`src/rtl/cfgi2c_pkg.sv`:
```
package cfgi2c_pkg;

  typedef enum logic [2:0] {
    ST_IDLE,
    ST_RX,
    ST_RX_END,
    ST_RX_ACK,
    ST_TX,
    ST_TX_ACK,
    ST_TX_NEXT
  } seq_st_e;

  localparam logic [7:0] RELEASED_BYTE = 8'hFF;

endpackage

```
`src/rtl/cfgi2c_line_filter.sv`:
```
module cfgi2c_line_filter #(
  parameter int unsigned FILT_LEN = 3,
  parameter logic        IDLE_LVL = 1'b1
) (
  input  logic clk,
  input  logic rst_n,
  input  logic line_i,
  output logic line_o
);

  localparam int unsigned CNT_W = (FILT_LEN < 2) ? 1 : $clog2(FILT_LEN);
  localparam logic [CNT_W-1:0] CNT_LAST = CNT_W'(FILT_LEN - 1);

  logic [1:0]       sync_q;
  logic             filt_q, filt_d;
  logic [CNT_W-1:0] cnt_q, cnt_d;

  always_comb begin
    filt_d = filt_q;
    cnt_d  = '0;
    if (sync_q[1] != filt_q) begin
      if (cnt_q == CNT_LAST) begin
        filt_d = sync_q[1];
      end else begin
        cnt_d = cnt_q + 1'b1;
      end
    end
  end

  always_ff @(posedge clk or negedge rst_n) begin
    if (!rst_n) begin
      sync_q <= {2{IDLE_LVL}};
      filt_q <= IDLE_LVL;
      cnt_q  <= '0;
    end else begin
      sync_q <= {sync_q[0], line_i};
      filt_q <= filt_d;
      cnt_q  <= cnt_d;
    end
  end

  assign line_o = filt_q;

  AST_FILT_RISE_AGREES: assert property (@(posedge clk) disable iff (!rst_n)
    $rose(filt_q) |-> $past(sync_q[1]));
  AST_FILT_FALL_AGREES: assert property (@(posedge clk) disable iff (!rst_n)
    $fell(filt_q) |-> !$past(sync_q[1]));

endmodule

```
`src/rtl/cfgi2c_cond_detect.sv`:
```
module cfgi2c_cond_detect (
  input  logic clk,
  input  logic rst_n,
  input  logic scl_i,
  input  logic sda_i,
  output logic scl_rise_o,
  output logic scl_fall_o,
  output logic start_o,
  output logic stop_o
);

  logic scl_q, sda_q;

  always_ff @(posedge clk or negedge rst_n) begin
    if (!rst_n) begin
      scl_q <= 1'b1;
      sda_q <= 1'b1;
    end else begin
      scl_q <= scl_i;
      sda_q <= sda_i;
    end
  end

  assign scl_rise_o = scl_i & ~scl_q;
  assign scl_fall_o = ~scl_i & scl_q;
  assign start_o    = scl_i & scl_q & sda_q & ~sda_i;
  assign stop_o     = scl_i & scl_q & ~sda_q & sda_i;

endmodule

```
`src/rtl/cfgi2c_regbank.sv`:
```
module cfgi2c_regbank #(
  parameter int unsigned NUM_REGS = 6,
  parameter int unsigned IDX_W    = 4,
  parameter logic [NUM_REGS*8-1:0] RST_VAL = '0
) (
  input  logic                  clk,
  input  logic                  rst_n,
  input  logic                  wr_en,
  input  logic [IDX_W-1:0]      wr_idx,
  input  logic [7:0]            wr_data,
  input  logic [IDX_W-1:0]      rd_idx,
  output logic [7:0]            rd_data,
  output logic [NUM_REGS*8-1:0] regs_o
);

  import cfgi2c_pkg::*;

  for (genvar g = 0; g < NUM_REGS; g++) begin : g_reg
    logic       hit;
    logic [7:0] r_q, r_d;

    assign hit = wr_en && (wr_idx == IDX_W'(g));

    always_comb begin
      r_d = r_q;
      if (hit) r_d = wr_data;
    end

    always_ff @(posedge clk or negedge rst_n) begin
      if (!rst_n) r_q <= RST_VAL[8*g +: 8];
      else        r_q <= r_d;
    end

    assign regs_o[8*g +: 8] = r_q;
  end

  always_comb begin
    rd_data = RELEASED_BYTE;
    for (int i = 0; i < NUM_REGS; i++) begin
      if (rd_idx == IDX_W'(i)) rd_data = regs_o[8*i +: 8];
    end
  end

  AST_REG_HOLD: assert property (@(posedge clk) disable iff (!rst_n)
    !wr_en |=> $stable(regs_o));

endmodule

```
`src/rtl/cfgi2c_seq.sv`:
```
module cfgi2c_seq #(
  parameter int unsigned NUM_REGS  = 6,
  parameter int unsigned HDR_BYTES = 2,
  parameter logic [6:0]  DEV_ADDR  = 7'h69,
  parameter int unsigned IDX_W     = 4
) (
  input  logic             clk,
  input  logic             rst_n,
  input  logic             scl_lvl,
  input  logic             sda_lvl,
  input  logic             scl_rise,
  input  logic             scl_fall,
  input  logic             start_p,
  input  logic             stop_p,
  input  logic [7:0]       rd_data,
  output logic [IDX_W-1:0] rd_idx,
  output logic             wr_en,
  output logic [IDX_W-1:0] wr_idx,
  output logic [7:0]       wr_data,
  output logic             sda_oe
);

  import cfgi2c_pkg::*;

  localparam logic [IDX_W-1:0] HDR_END = IDX_W'(HDR_BYTES);
  localparam logic [IDX_W-1:0] WR_END  = IDX_W'(HDR_BYTES + NUM_REGS);
  localparam logic [IDX_W-1:0] RD_END  = IDX_W'(NUM_REGS);
  localparam logic [7:0]       COUNT_BYTE = 8'(NUM_REGS);

  seq_st_e          st_q, st_d;
  logic [2:0]       bit_q, bit_d;
  logic [7:0]       sh_q, sh_d;
  logic             is_addr_q, is_addr_d;
  logic             rd_q, rd_d;
  logic [IDX_W-1:0] cnt_q, cnt_d;

  always_comb begin
    st_d      = st_q;
    bit_d     = bit_q;
    sh_d      = sh_q;
    is_addr_d = is_addr_q;
    rd_d      = rd_q;
    cnt_d     = cnt_q;
    wr_en     = 1'b0;
    if (start_p) begin
      st_d      = ST_RX;
      bit_d     = '0;
      cnt_d     = '0;
      is_addr_d = 1'b1;
      rd_d      = 1'b0;
    end else if (stop_p) begin
      st_d = ST_IDLE;
    end else begin
      case (st_q)
        ST_RX: begin
          if (scl_rise) begin
            sh_d = {sh_q[6:0], sda_lvl};
            if (bit_q == 3'd7) st_d = ST_RX_END;
            else               bit_d = bit_q + 3'd1;
          end
        end
        ST_RX_END: begin
          if (scl_fall) begin
            if (is_addr_q) begin
              if (sh_q[7:1] == DEV_ADDR) begin
                st_d = ST_RX_ACK;
                rd_d = sh_q[0];
              end else begin
                st_d = ST_IDLE;
              end
            end else begin
              st_d  = ST_RX_ACK;
              wr_en = (cnt_q >= HDR_END) && (cnt_q < WR_END);
              if (cnt_q < WR_END) cnt_d = cnt_q + 1'b1;
            end
          end
        end
        ST_RX_ACK: begin
          if (scl_fall) begin
            is_addr_d = 1'b0;
            bit_d     = '0;
            if (rd_q) begin
              st_d  = ST_TX;
              sh_d  = COUNT_BYTE;
              cnt_d = '0;
            end else begin
              st_d = ST_RX;
            end
          end
        end
        ST_TX: begin
          if (scl_fall) begin
            if (bit_q == 3'd7) begin
              st_d = ST_TX_ACK;
            end else begin
              bit_d = bit_q + 3'd1;
              sh_d  = {sh_q[6:0], 1'b1};
            end
          end
        end
        ST_TX_ACK: begin
          if (scl_rise) begin
            st_d = sda_lvl ? ST_IDLE : ST_TX_NEXT;
          end
        end
        ST_TX_NEXT: begin
          if (scl_fall) begin
            st_d  = ST_TX;
            bit_d = '0;
            sh_d  = (cnt_q < RD_END) ? rd_data : RELEASED_BYTE;
            if (cnt_q < RD_END) cnt_d = cnt_q + 1'b1;
          end
        end
        default: ;
      endcase
    end
  end

  always_ff @(posedge clk or negedge rst_n) begin
    if (!rst_n) begin
      st_q      <= ST_IDLE;
      bit_q     <= '0;
      sh_q      <= '0;
      is_addr_q <= 1'b0;
      rd_q      <= 1'b0;
      cnt_q     <= '0;
    end else begin
      st_q      <= st_d;
      bit_q     <= bit_d;
      sh_q      <= sh_d;
      is_addr_q <= is_addr_d;
      rd_q      <= rd_d;
      cnt_q     <= cnt_d;
    end
  end

  assign sda_oe  = (st_q == ST_RX_ACK) || ((st_q == ST_TX) && !sh_q[7]);
  assign rd_idx  = cnt_q;
  assign wr_idx  = cnt_q - HDR_END;
  assign wr_data = sh_q;

  AST_OE_RISE_SCL_LOW: assert property (@(posedge clk) disable iff (!rst_n)
    $rose(sda_oe) |-> !scl_lvl);
  AST_HOST_ACK_RELEASED: assert property (@(posedge clk) disable iff (!rst_n)
    (st_q == ST_TX_ACK) |-> !sda_oe);
  AST_START_RESTARTS: assert property (@(posedge clk) disable iff (!rst_n)
    start_p |=> (st_q == ST_RX) && (bit_q == 3'd0) && (cnt_q == '0));
  AST_STOP_TO_IDLE: assert property (@(posedge clk) disable iff (!rst_n)
    (stop_p && !start_p) |=> (st_q == ST_IDLE) && !sda_oe);
  AST_ADDR_MISS_SILENT: assert property (@(posedge clk) disable iff (!rst_n)
    ((st_q == ST_RX_END) && is_addr_q && scl_fall && !start_p && !stop_p &&
     (sh_q[7:1] != DEV_ADDR)) |=> !sda_oe);

endmodule

```
`src/rtl/cfgi2c_slave.sv`:
```
module cfgi2c_slave #(
  parameter int unsigned NUM_REGS  = 6,
  parameter int unsigned HDR_BYTES = 2,
  parameter logic [6:0]  DEV_ADDR  = 7'h69,
  parameter int unsigned FILT_LEN  = 3,
  parameter logic [NUM_REGS*8-1:0] RST_VAL = 48'hF00FFFC3815A
) (
  input  logic                  clk,
  input  logic                  rst_n,
  input  logic                  scl_i,
  input  logic                  sda_i,
  output logic                  sda_oe_o,
  output logic [NUM_REGS*8-1:0] cfg_o
);

  localparam int unsigned IDX_W = $clog2(HDR_BYTES + NUM_REGS + 1);

  logic [1:0] rst_pipe;
  logic       rst_sync_n;

  always_ff @(posedge clk or negedge rst_n) begin
    if (!rst_n) rst_pipe <= 2'b00;
    else        rst_pipe <= {rst_pipe[0], 1'b1};
  end
  assign rst_sync_n = rst_pipe[1];

  logic [1:0] line_raw, line_flt;
  assign line_raw = {sda_i, scl_i};

  for (genvar g = 0; g < 2; g++) begin : g_line
    cfgi2c_line_filter #(
      .FILT_LEN (FILT_LEN),
      .IDLE_LVL (1'b1)
    ) filt_i (
      .clk    (clk),
      .rst_n  (rst_sync_n),
      .line_i (line_raw[g]),
      .line_o (line_flt[g])
    );
  end

  logic scl_rise, scl_fall, start_p, stop_p;

  cfgi2c_cond_detect cond_i (
    .clk        (clk),
    .rst_n      (rst_sync_n),
    .scl_i      (line_flt[0]),
    .sda_i      (line_flt[1]),
    .scl_rise_o (scl_rise),
    .scl_fall_o (scl_fall),
    .start_o    (start_p),
    .stop_o     (stop_p)
  );

  logic [IDX_W-1:0] rd_idx, wr_idx;
  logic [7:0]       rd_data, wr_data;
  logic             wr_en;

  cfgi2c_seq #(
    .NUM_REGS  (NUM_REGS),
    .HDR_BYTES (HDR_BYTES),
    .DEV_ADDR  (DEV_ADDR),
    .IDX_W     (IDX_W)
  ) seq_i (
    .clk      (clk),
    .rst_n    (rst_sync_n),
    .scl_lvl  (line_flt[0]),
    .sda_lvl  (line_flt[1]),
    .scl_rise (scl_rise),
    .scl_fall (scl_fall),
    .start_p  (start_p),
    .stop_p   (stop_p),
    .rd_data  (rd_data),
    .rd_idx   (rd_idx),
    .wr_en    (wr_en),
    .wr_idx   (wr_idx),
    .wr_data  (wr_data),
    .sda_oe   (sda_oe_o)
  );

  cfgi2c_regbank #(
    .NUM_REGS (NUM_REGS),
    .IDX_W    (IDX_W),
    .RST_VAL  (RST_VAL)
  ) bank_i (
    .clk     (clk),
    .rst_n   (rst_sync_n),
    .wr_en   (wr_en),
    .wr_idx  (wr_idx),
    .wr_data (wr_data),
    .rd_idx  (rd_idx),
    .rd_data (rd_data),
    .regs_o  (cfg_o)
  );

endmodule

```
`config.mk`:
```
export PLATFORM = sky130hd
export DESIGN_NAME = cfgi2c_slave
export DESIGN_NICKNAME = d
export VERILOG_FILES = /design/src/rtl/cfgi2c_pkg.sv /design/src/rtl/cfgi2c_line_filter.sv /design/src/rtl/cfgi2c_cond_detect.sv /design/src/rtl/cfgi2c_regbank.sv /design/src/rtl/cfgi2c_seq.sv /design/src/rtl/cfgi2c_slave.sv
export SDC_FILE = /design/constraint.sdc
export NUM_CORES = 1
export LEC_CHECK = 0
export ABC_AREA = 1
export BUFFER_PORTS_ARGS = -buffer_cell sky130_fd_sc_hd__buf_2
export CORE_ASPECT_RATIO = 0.5
export CORE_MARGIN = 3
export CORE_UTILIZATION = 54
export CTS_BUF_LIST = sky130_fd_sc_hd__clkbuf_8
export DETAILED_ROUTE_END_ITERATION = 10
export PLACE_DENSITY_LB_ADDON = 0.3
export SLEW_MARGIN = 20
export SYNTH_ARGS = -nofsm -noshare
export SYNTH_HDL_FRONTEND = slang
export SYNTH_SLANG_ARGS = --single-unit
```
`constraint.sdc`:
```
create_clock -name clk -period 2.2 [get_ports clk]
set_input_delay 0.11 -clock clk [delete_from_list [all_inputs] [get_ports clk]]
set_output_delay 0.11 -clock clk [all_outputs]
set_load 0.01 [all_outputs]
```
==> impl_metrics.csv <==
group,metric,value,unit
clock_network,clk_pin_slew,0.08,ns
clock_network,cts_root_buf,"clkbuf_8",
grt,grt_max_degree,36,
sta,rsz0062_at_grt,"true",
place,io_buffers,52,
floorplan,ioPinCount,53,
logic_synthesis,synth_edf_count,0,
detailed_routing,vias,3855,
setup_path,path_cells,"inv_1 -> ha_1 -> nor2_2 -> nand3_1 -> o21ai_0 -> nand2_1 -> nand2_1 -> nand2_1 -> nand2_1 -> nand2_1 -> nand2_1 -> a21oi_1",
run_status,status,"completed",
logic_synthesis,ys_seq_elements,82,
sta,fin_crit_sh,92.1,%
floorplan,die_w,132,um
power,ir_worst_vdd,0.635,mV
detailed_routing,dr.first_iter.drc_count,475,
detailed_routing,ant_nets,0,
finish,drive_gt1_share,21.4,%
setup_path,critPathSlowestCell,"dfrtp_1",
sta,min_period,2.03,ns
power,p_leak,2.51,nW
finish,nFillCells,683,
logic_synthesis,netlist_area,4260,um2
floorplan,row_count,22,
clock_network,cts_tree,"yes",
setup_path,required,2.45,ns
floorplan,coreArea,7490,um2
setup_path,start_kind,"flop",
finish,layout_common_cells,"169 x nand2_1, 71 x inv_1, 52 x buf_2",
grt,grt_pass1_wl,17700,um
clock_network,cts_setup_buffers,0,
detailed_routing,drcViolationCount,0,
grt,antenna_found_initial,0,
place,hpwl,7760,um
sta,setup_ws,0.173,ns
logic_synthesis,async_reset_ff_share,100,%
logic_synthesis,synthCells,554,
finish,nNetsFinal,629,
logic_synthesis,syn_avg_cell_area,7.70,um2
floorplan,die_h,68.8,um
min_path,hold_class,"input pin to asynchronous set/reset pin",
setup_path,critPathTopFamily,"simple AND/OR/NAND/NOR gates",
setup_path,end_kind,"flop",
flow_run,maxCapViolCount,0,
power,p_per_area,1270,nW/um2
logic_synthesis,ys_warn_count,0,
clock_network,clock_path_buffers,2,
sta,hold_violations,0,
setup_path,worstPathMaxFanout,7,
grt,grt_overflow,0,
grt,grt_pass1_vias,3497,
clock_network,htree_levels,3,
detailed_routing,drt_pass1_iterations,5,
setup_path,max_stage_delay,0.48,ns
finish,diodes,0,
detailed_routing,wl_per_cell,14.6,um
sta,fmax,0.493,GHz
detailed_routing,routed_via_density,5.29,
sta,worst_clock_skew,0.0193,ns
logic_synthesis,syn_nets,567,
setup_path,worstSetupPathType,"flop to flop",
setup_path,arrival,2.28,ns
detailed_routing,drt_wl_total,10700,um
sta,maxSlewViolCount,0,
sta,hold_slack,0.0607,ns
finish,final_common_cell,"nand2_1",
place,place_congestion,0.897,
place,dp_slack,0.118,ns
clock_network,insertion_delay,0.37,ns
finish,syn_to_final_growth,14.8,%
clock_network,cts.sinks,82,
setup_path,worst-path-buf-inv,1,
setup_path,worst_path_most_repeated_cell,"nand2_1",
grt,track_usage,25.2,%
clock_network,numCtsBuffers,9,
finish,fin_util,65.4,%
logic_synthesis,yosysUniqueCellTypes,33,
logic_synthesis,dominantRegCellSynth,"dfrtp_1",
floorplan,die-area,9060,um2
logic_synthesis,synth-seq-area-share,49.1,%
sta,setup_violations,0,
floorplan,start_util,57.0,%
-- final cells by class --
class | instances | area [um2] | area share [%]
flip-flops and latches | 82 | 2100 | 42.9
multi-input cells | 386 | 1840 | 37.5
repair buffers | 66 | 373 | 7.62
inverters | 71 | 267 | 5.44
well taps | 108 | 135 | 2.76
clock buffers | 9 | 124 | 2.53
clock inverters | 7 | 63.8 | 1.30
-- metal layers --
layer	vias up	wire [um]	GRT usage [%]
met1	1779	4940	35.9
met2	166	4550	38.3
met5	-	0	0
li1	1892	-	-
met4	0	148	6.68
met3	18	1040	7.39
-- cell families (layout without fill, tap and decap cells) --
kind of cell / Yosys count / count (layout) / synth area share (%)
mux: 1 / 1 / 0.235
compound gates: 99 / 99 / 12.1
xor+xnor: 3 / 3 / 0.616
other cells: 1 / 1 / 0.0879
flops: 82 / 82 / 49.1
simple gates: 273 / 273 / 27.2
fa+ha+maj: 9 / 9 / 2.64
buf+inv: 86 / 153 / 8.01
-- report_power, final --
group	switching, W	internal (W)
clock network	0.000544	0.000514
logic	0.00206	0.000941
registers	0.000291	0.00187
-- path summary, 6_finish.rpt --
path | cells past startpoint | slack (ns) | start | end
max in group asynchronous | 1 | 1.26 | rst_pipe[1] | g_line[0].filt_i.sync_q[1]
min in group clk | 0 | 0.35 | rst_pipe[0] | rst_pipe[1]
worst min-delay path | 2 | 0.06 | rst_n | rst_pipe[1]
worst min register to register | 0 | 0.26 | rst_pipe[1] | bank_i.g_reg[4].r_q[6]
worst max register to register | 12 | 0.17 | seq_i.rd_idx[1] | seq_i.wr_data[4]
worst max-delay path | 12 | 0.17 | seq_i.rd_idx[1] | seq_i.wr_data[4]
-- cells in the mapped netlist (all sizes together), types with 2 or more instances --
library cell / number / area share (%)
or2: 2 / 0.29
a21oi: 14 / 1.9
inv: 71 / 6.3
xnor2: 2 / 0.41
o22ai: 3 / 0.44
o21ai: 79 / 9.3
nand4: 4 / 0.59
nand2: 172 / 15
buf: 11 / 1.4
nand3: 32 / 4.5
dfrtp: 48 / 28
ha: 9 / 2.6
nor3: 9 / 1.1
clkbuf: 4 / 0.35
nor2: 52 / 5.2
dfstp: 34 / 21
-- state kept, by name, indices dropped and copies added (netlist names) --
name / count
g_line.filt_i.line_o: 2
seq_i.is_addr_q: 1
bank_i.g.r_q: 48
seq_i.st_q: 3
g_line.filt_i.cnt_q: 4
rst_pipe: 2
g_line.filt_i.sync_q: 4
seq_i.wr_data: 8
seq_i.rd_idx: 4
cond_i.sda_q: 1
cond_i.scl_q: 1
seq_i.bit_q: 3
seq_i.rd_q: 1
-- through the flow --
stage | total power, W | area [um2] | setup TNS, ns | instances
3_5_place_dp | 0.00510 | 4670 | 0 | 710
6_report | 0.00622 | 4900 | 0 | 729
4_1_cts | 0.00618 | 4890 | 0 | 729
2_1_floorplan | 0.00426 | 4270 | 0 | 554
5_1_grt | 0.00680 | 4900 | -0.00891 | 729
3_3_place_gp | 0.00502 | 4670 | 0 | 710
-- repair_timing --
item,4_1_cts,5_1_grt
resized for setup,0,3
hold buffers,3,0
endpoints found under the hold margin,4,0
setup endpoints to repair,0,35
Note: power is estimated with default switching activity, not from simulation.
